[src/rtl/sdram_bank_guard.sv]
module sdram_bank_guard #(
  parameter int T_RP  = 3,
  parameter int T_RCD = 3,
  parameter int T_RRD = 2,
  parameter int T_WR  = 3,
  parameter int T_RAS = 6,
  parameter int T_RC  = 11
) (
  input  logic       clk,
  input  logic       rst_n,
  input  logic       cs_n,
  input  logic       ras_n,
  input  logic       cas_n,
  input  logic       we_n,
  input  logic [1:0] bank,
  input  logic       ap,
  output logic [3:0] bank_open,
  output logic       viol,
  output logic [3:0] viol_code
);
  localparam int M1   = (T_RP  > T_RCD) ? T_RP  : T_RCD;
  localparam int M2   = (T_RRD > T_WR)  ? T_RRD : T_WR;
  localparam int M3   = (T_RAS > T_RC)  ? T_RAS : T_RC;
  localparam int M12  = (M1 > M2) ? M1 : M2;
  localparam int TMAX = (M12 > M3) ? M12 : M3;
  localparam int CW   = $clog2(TMAX + 1);
  localparam logic [CW-1:0] SAT   = CW'(TMAX);
  localparam logic [CW-1:0] L_RP  = CW'(T_RP);
  localparam logic [CW-1:0] L_RCD = CW'(T_RCD);
  localparam logic [CW-1:0] L_RRD = CW'(T_RRD);
  localparam logic [CW-1:0] L_WR  = CW'(T_WR);
  localparam logic [CW-1:0] L_RAS = CW'(T_RAS);
  localparam logic [CW-1:0] L_RC  = CW'(T_RC);

  logic [CW-1:0] act_cnt [4];
  logic [CW-1:0] pre_cnt [4];
  logic [CW-1:0] wr_cnt  [4];
  logic [CW-1:0] rrd_cnt;
  logic [1:0]    last_bk;
  logic [3:0]    open_q;
  logic          viol_q;
  logic [3:0]    code_q;

  wire sel    = ~cs_n;
  wire is_act = sel & ~ras_n &  cas_n &  we_n;
  wire is_pre = sel & ~ras_n &  cas_n & ~we_n;
  wire is_rd  = sel &  ras_n & ~cas_n &  we_n;
  wire is_wr  = sel &  ras_n & ~cas_n & ~we_n;
  wire is_col = is_rd | is_wr;

  wire [3:0] pre_mask  = ap ? 4'hF : (4'b0001 << bank);
  wire [3:0] pre_close = {4{is_pre}} & pre_mask & open_q;

  logic [3:0] ras_short, wr_short;
  always_comb begin
    for (int i = 0; i < 4; i++) begin
      ras_short[i] = act_cnt[i] < L_RAS;
      wr_short[i]  = wr_cnt[i]  < L_WR;
    end
  end

  logic [8:1] err;
  assign err[1] = is_act & open_q[bank];
  assign err[2] = is_act & (pre_cnt[bank] < L_RP);
  assign err[3] = is_act & (act_cnt[bank] < L_RC);
  assign err[4] = is_act & (bank != last_bk) & (rrd_cnt < L_RRD);
  assign err[5] = is_col & ~open_q[bank];
  assign err[6] = is_col & (act_cnt[bank] < L_RCD);
  assign err[7] = |(pre_close & ras_short);
  assign err[8] = |(pre_close & wr_short);

  logic [3:0] code_d;
  always_comb begin
    code_d = 4'd0;
    for (int k = 8; k >= 1; k--)
      if (err[k]) code_d = 4'(k);
  end

  function automatic logic [CW-1:0] bump(input logic [CW-1:0] c);
    return (c == SAT) ? c : c + 1'b1;
  endfunction

  always_ff @(posedge clk) begin
    if (!rst_n) begin
      for (int i = 0; i < 4; i++) begin
        act_cnt[i] <= SAT;
        pre_cnt[i] <= SAT;
        wr_cnt[i]  <= SAT;
      end
      rrd_cnt <= SAT;
      last_bk <= 2'd0;
      open_q  <= 4'd0;
      viol_q  <= 1'b0;
      code_q  <= 4'd0;
    end else begin
      for (int i = 0; i < 4; i++) begin
        act_cnt[i] <= (is_act && bank == i[1:0]) ? CW'(1) : bump(act_cnt[i]);
        pre_cnt[i] <= pre_close[i]               ? CW'(1) : bump(pre_cnt[i]);
        wr_cnt[i]  <= (is_wr && bank == i[1:0])  ? CW'(1) : bump(wr_cnt[i]);
      end
      rrd_cnt <= is_act ? CW'(1) : bump(rrd_cnt);
      if (is_act) last_bk <= bank;
      open_q <= (open_q & ~pre_close) | ({4{is_act}} & (4'b0001 << bank));
      viol_q <= |err;
      code_q <= code_d;
    end
  end

  assign bank_open = open_q;
  assign viol      = viol_q;
  assign viol_code = code_q;

  AST_ACT_OPENS: assert property (@(posedge clk) disable iff (!rst_n) is_act |=> bank_open[$past(bank)]);
  AST_PRE_ALL_CLOSES: assert property (@(posedge clk) disable iff (!rst_n) (is_pre && ap) |=> (bank_open == 4'd0));
  AST_IDLE_QUIET: assert property (@(posedge clk) disable iff (!rst_n) (cs_n || (ras_n && cas_n && we_n)) |=> ($stable(bank_open) && !viol));
  AST_COL_IDLE_FLAG: assert property (@(posedge clk) disable iff (!rst_n) (is_col && !bank_open[bank]) |=> (viol && viol_code == 4'd5));
  AST_CODE_PAIR: assert property (@(posedge clk) disable iff (!rst_n) viol == (viol_code != 4'd0));
endmodule

[config.mk]
export PLATFORM = sky130hd
export DESIGN_NAME = sdram_bank_guard
export DESIGN_NICKNAME = d
export VERILOG_FILES = /design/src/rtl/sdram_bank_guard.sv
export SDC_FILE = /design/constraint.sdc
export NUM_CORES = 1
export LEC_CHECK = 0
export BUFFER_PORTS_ARGS = -buffer_cell sky130_fd_sc_hd__buf_2
export CELL_PAD_IN_SITES_DETAIL_PLACEMENT = 0
export CELL_PAD_IN_SITES_GLOBAL_PLACEMENT = 1
export CORE_ASPECT_RATIO = 0.9
export CORE_MARGIN = 2
export CORE_UTILIZATION = 42
export DETAILED_ROUTE_END_ITERATION = 6
export HOLD_SLACK_MARGIN = 0.06
export PLACE_DENSITY = 0.82
export SYNTH_ARGS = -nofsm -noshare
export SYNTH_HDL_FRONTEND = slang
export SYNTH_SLANG_ARGS = --single-unit
[constraint.sdc]
create_clock -name clk -period 1.6 [get_ports clk]
set_input_delay 0.16 -clock clk [delete_from_list [all_inputs] [get_ports clk]]
set_output_delay 0.16 -clock clk [all_outputs]
set_load 0.01 [all_outputs]
==> results of run 1 <==
## how the worst min path moves through the flow
| stage | startpoint | end | slack, ns |
|---|---|---|---|
| after floorplan | ap | bank_open[3] | 0.39 |
| after global placement | last_bk[0] | last_bk[0] | 0.45 |
| after detailed placement | last_bk[1] | last_bk[1] | 0.46 |
| after CTS | ap | bank_open[0] | 0.24 |
| after global routing | ap | bank_open[3] | 0.28 |
| final | ap | bank_open[0] | 0.27 |
## cell type report
type	count	area, um2
clock buffer	9	124
fill	657	3190
inverter	10	37.5
sequential	63	1260
tap	93	116
multi-input combinational	266	1800
clock inverter	6	62.6
timing repair buffer	74	513
## state kept, by name, summed over array words and instances (netlist names)
register / flops
pre_cnt: 16
act_cnt: 16
bank_open: 4
wr_cnt: 16
rrd_cnt: 4
viol_code: 4
last_bk: 2
viol: 1
## tightest hold or removal path, stage by stage
cell     delay (ns)
buf_2          0.17
o21ai_1        0.11
nand2_1        0.07
a21oi_1        0.06
## synth_stat cells (5+ instances only)
| master | n |
|---|---|
| a21oi_1 | 23 |
| clkbuf_1 | 8 |
| dfxtp_1 | 63 |
| ha_1 | 13 |
| inv_1 | 9 |
| mux2i_1 | 20 |
| nand2_1 | 26 |
| nand2b_1 | 5 |
| nand3_1 | 21 |
| nand3b_1 | 13 |
| nor2_1 | 20 |
| nor3_1 | 24 |
| o21ai_0 | 11 |
| o21ai_1 | 24 |
| or3_1 | 8 |
| xnor2_1 | 7 |
| xor2_1 | 21 |
## stage by stage
step,hold WS [ns],cells
floorplan,0.385,350
finish,0.265,521
global placement,0.455,506
global route,0.280,521
CTS,0.238,521
detailed placement,0.460,506
## cell usage in the layout, fill, tap and decap left out, types with 2 or more instances in the layout
cell type,instances
a21oi_2,2
nor3_1,24
and2_1,3
nand3_1,21
mux2i_1,20
o211ai_1,2
clkinv_2,2
dfxtp_2,3
xor2_1,21
dfxtp_1,60
and3_1,2
buf_2,17
buf_4,57
nor2_1,20
o21ai_1,24
a21oi_1,21
or3_1,7
nand2b_1,5
a211oi_1,3
nor2b_1,2
nor4_1,2
clkbuf_8,9
clkinvlp_4,3
o21ai_0,11
inv_1,9
nand2_1,26
nand3b_1,13
ha_1,13
xnor2_1,7
mux4_2,3
## timing repair
action	4_1_cts	5_1_grt
gates cloned	0	0
gates resized for setup	3	5
pin swaps	3	2
endpoints found under the setup margin	4	5
## power breakdown
part / internal (uW) / total, uW / switching [uW]
Clock: 704 / 1340 / 634
Sequential: 1860 / 2070 / 211
Combinational: 1040 / 2020 / 982
Total: 3600 / 5430 / 1830
## metal layers
| layer | up-vias | track usage (%) | share of wire, % |
|---|---|---|---|
| met5 | - | 0 | 0 |
| met4 | 0 | 5.01 | 1.4 |
| met3 | 9 | 6.15 | 4.8 |
| met2 | 49 | 31.3 | 44 |
| met1 | 1308 | 26.6 | 50 |
| li1 | 1400 | - | - |
## kinds of logic after synthesis
kind of cell / synth area share [%]
DFF: 40.6
buffers and inverters: 2.82
xor gates and xnor gates: 7.90
adders and majority gates: 5.24
and+or+nand+nor: 22.1
muxes: 8.63
AOI/OAI and AO/OA: 12.7
==> impl_metrics.json, run 1 <==
{
  "post-place-ws_ns": -0.240,
  "violations": "setup timing",
  "r2r-start": "act_cnt[2][3]",
  "endpoint": "viol",
  "yosysSeqAreaShare_pct": 40.6,
  "ys_ff_latch": 63,
  "first_pass_iters": 4,
  "fin_worst_skew_ns": 0.00672,
  "max_freq_ghz": 0.568,
  "cp-startpoint": "act_cnt[2][3]",
  "fin_nets": 446,
  "cp_max_fo": 3,
  "worstSetupPathType": "reg2reg",
  "synth_cells": 350,
  "slew_violations": 0,
  "avgRoutedWirePerCell_um": 13.9,
  "worst-path-buf-inv": 0,
  "setup_ws_ns": -0.162,
  "ys.flop_type": "dfxtp_1",
  "setup-tns-final_ns": -0.504,
  "grtUsageTotal_pct": 19.9,
  "grt_max_degree": 36,
  "status": "finished, violations left",
  "grt_pass1_wl_um": 12500,
  "antennaDiodeCount": 0,
  "final_util_pct": 55.1,
  "fin_crit_sh_pct": 110,
  "drive_gt1_share_pct": 24.3,
  "p_total_uw": 5430,
  "ctsHoldBuffers": 0,
  "grt_antenna_before_repair": 0,
  "irDropWorstVdd_mv": 0.617,
  "cts_tree": "yes",
  "rsz0062_at_grt": "yes",
  "slew_headroom_pct": 64.2,
  "setup_viol": 4,
  "vias": 2766,
  "synth.area.top_cells": "dfxtp_1, mux2i_1, xor2_1, ha_1, nor3_1",
  "via_per_inst": 5.31,
  "route.detailed.drc": 0,
  "gp_congestion": 0.835,
  "portBuffers": 17,
  "cts_root_buf": "clkbuf_8",
  "min_period_ns": 1.76,
  "yosysTopAreaCell": "dfxtp_1",
  "drtAntennaViolNets": 0,
  "crit_arrival_ns": 2.03,
  "core_um2": 7110,
  "synth_cell_type_count": 39,
  "die_y_um": 85.5,
  "dp_hpwl_um": 5310,
  "synth.avg_cell_area_um2": 8.87,
  "drtIter0Drc": 120,
  "clock-sinks": 63,
  "postCtsSetupBuffers": 0,
  "clock_latency_ns": 0.34,
  "startpoint_type": "register",
  "synthToLayoutAreaGrowth_pct": 26.3,
  "cts_buffer_depth": 2,
  "worst_pin_slew_ns": 0.536,
  "htreeDepth": 3,
  "required_ns": 1.87,
  "die-area_um2": 8090,
  "synth_top_cell_area_share_pct": 40.6,
  "reg2reg_depth": 6,
  "synth_edf_count": 0,
  "power.leakage_uw": 0.00161,
  "yosysWarnings": 0,
  "cp_num_cells": 6,
  "io_pins": 18,
  "power_density_nw_per_um2": 1390,
  "cap_violations": 0,
  "path_cells": "mux4_2, or3_4, a31oi_4, nor4_2, and3_1, a31oi_1",
  "grt_overflow": 0,
  "max_stage_delay_ns": 0.47,
  "place_area_um2": 3690,
  "r2r_end": "viol",
  "syn-cell-area_um2": 3100,
  "path_clk_slew_ns": 0.07,
  "holdPathStages": 4,
  "crit_family": "simple AND/OR/NAND/NOR gates",
  "hold_violations": 0,
  "routed_wl_um": 7240,
  "cp-end-kind": "register",
  "synthArstFlopShare_pct": 0,
  "num_rows": 29,
  "numCtsBuffers": 9,
  "die_w_um": 94.6,
  "hp-class": "in2reg",
  "design_area_um2": 3920,
  "grt_pass1_vias": 2669,
  "reg2reg_slack_ns": -0.16,
  "synth_nets": 372,
  "start_util_pct": 43.6,
  "slowest_stage": "mux4_2"
}
Power figures use the tool's default switching activity.
==> run 2, diff against run 1 <==
--- a/config.mk
+++ b/config.mk
@@ -9,7 +9,6 @@
 export CELL_PAD_IN_SITES_DETAIL_PLACEMENT = 0
 export CELL_PAD_IN_SITES_GLOBAL_PLACEMENT = 1
 export CORE_ASPECT_RATIO = 0.9
-export CORE_MARGIN = 2
 export CORE_UTILIZATION = 42
 export DETAILED_ROUTE_END_ITERATION = 6
 export HOLD_SLACK_MARGIN = 0.06
==> run 2 against run 1 <==
The run still ends with setup timing left. Non-clock buffer count is 3 higher. Clock-buffer cell count grew 3. Setup slack better by 0.030 ns. Highest routed layer unchanged.
==> impl_metrics.json, run 2 (same netlist as run 1, synthesis figures left out) <==
{
  "status": "finished, violations left",
  "violations": "setup timing",
  "core_um2": 7110,
  "drtAntennaViolNets": 0,
  "irDropWorstVdd_mv": 0.672,
  "fin_crit_sh_pct": 108,
  "seqPwrFrac_pct": 37.9,
  "crit_arrival_ns": 1.99,
  "cp-end-kind": "register",
  "combPwrFrac_pct": 37.4,
  "min_period_ns": 1.73,
  "reg2reg_slack_ns": -0.13,
  "rsz0062_at_grt": "yes",
  "min_to": "bank_open[3]",
  "setup_viol": 4,
  "power.leakage_uw": 0.00163,
  "grt_overflow": 0,
  "io_pins": 18,
  "clock_latency_ns": 0.34,
  "grt_pass1_wl_um": 12300,
  "die-area_um2": 7740,
  "final_util_pct": 55.5,
  "htreeDepth": 3,
  "die_w_um": 92.6,
  "startpoint_type": "register",
  "grt_pass1_vias": 2619,
  "clock-sinks": 63,
  "setup_ws_ns": -0.131,
  "vias": 2740,
  "drtIter0Drc": 101,
  "cts_buffer_depth": 2,
  "setup-tns-final_ns": -0.452,
  "first_pass_iters": 4,
  "power_density_nw_per_um2": 1390,
  "top_regs": "act_cnt x16, pre_cnt x16, wr_cnt x16",
  "slew_violations": 0,
  "portBuffers": 17,
  "gp_congestion": 0.795,
  "drive_gt1_share_pct": 24.8,
  "slew_headroom_pct": 64.5,
  "place_area_um2": 3710,
  "routed_wl_um": 7360,
  "start_util_pct": 43.6,
  "mostFrequentLayoutCells": "buf_4, dfxtp_1, nand2_1",
  "r2r-start": "act_cnt[2][3]",
  "synthToLayoutAreaGrowth_pct": 27.1,
  "cp_max_fo": 3,
  "holdWs_ns": 0.272,
  "die_y_um": 83.5,
  "worst_pin_slew_ns": 0.532,
  "r2r_end": "viol",
  "power.internal_uw": 3660,
  "hold_violations": 0,
  "numCtsBuffers": 9,
  "holdPathStages": 4,
  "sw_frac_of_total_pct": 33.0,
  "hp-class": "in2reg",
  "required_ns": 1.86,
  "avgRoutedWirePerCell_um": 14.0,
  "antennaDiodeCount": 0,
  "dp_hpwl_um": 5330,
  "via_per_inst": 5.22,
  "path_clk_slew_ns": 0.07,
  "fin_worst_skew_ns": 0.00487,
  "reg2reg_depth": 6,
  "worstSetupPathType": "reg2reg",
  "final_common_cell": "buf_4",
  "power_frac_clock_pct": 24.7,
  "grtUsageTotal_pct": 20.5,
  "route.detailed.drc": 0,
  "p_total_uw": 5470,
  "num_rows": 29,
  "fin_nets": 449,
  "p_sw_uw": 1810,
  "max_freq_ghz": 0.578,
  "grt_max_degree": 36,
  "grt_antenna_before_repair": 0,
  "design_area_um2": 3950,
  "cts_tree": "yes",
  "cts_root_buf": "clkbuf_8",
  "cap_violations": 0,
  "worstHoldStart": "ap"
}
==> run 2: power by group through the flow <==
| stage | combinational, uW | sequential (uW) | clock, uW |
|---|---|---|---|
| floorplan | 1390 | 2130 | 0 |
| global placement | 1920 | 2090 | 0 |
| detailed placement | 1990 | 2100 | 0 |
| CTS | 2030 | 2070 | 1380 |
| global route | 2300 | 2110 | 1450 |
| finish | 2040 | 2070 | 1350 |
==> run 2: through the flow <==
step | cells | setup WS [ns]
2_1_floorplan | 350 | -0.0954
3_3_place_gp | 508 | -0.176
3_5_place_dp | 508 | -0.205
4_1_cts | 524 | -0.164
5_1_grt | 525 | -0.207
6_report | 525 | -0.131
==> run 2: per-layer routing <==
metal  vias up  share of wire [%]  GRT usage, %
li1       1411                  -             -
met1      1274                 51          27.8
met2        43                 44          31.5
met3        12                3.4          5.74
met4         0                1.7          5.97
met5         -                  0             0
==> run 2: worst max-delay path by stage <==
stage                       start  endpoint  slack, ns  cells after the start
floorplan           act_cnt[3][3]      viol       -0.1                      6
global route        act_cnt[2][3]      viol      -0.21                      6
finish              act_cnt[2][3]      viol      -0.13                      6
detailed placement        bank[1]      viol      -0.20                      7
CTS                 act_cnt[3][3]      viol      -0.16                      6
global placement          bank[1]      viol      -0.18                      7
==> run 2: worst max-delay path: stages, from the launching register on <==
cell and delay (ns):
dfxtp_2 0.33, mux4_2 0.46, or3_4 0.35, a31oi_4 0.15, nor4_2 0.07, and3_1 0.18
a31oi_1 0.11
==> run 2: cell type report <==
type,instances,area (um2)
timing repair buffer,77,536
sequential,63,1270
clock inverter,4,45.0
fill,688,3170
tap,93,116
clock buffer,12,145
multi-input combinational,266,1800
inverter,10,37.5
==> run 2: what timing repair did <==
item | in CTS | in global routing
setup endpoints to repair | 4 | 4
pin swaps | 6 | 1
setup buffers | 0 | 1
hold buffers | 0 | 0
gates resized for setup | 2 | 7
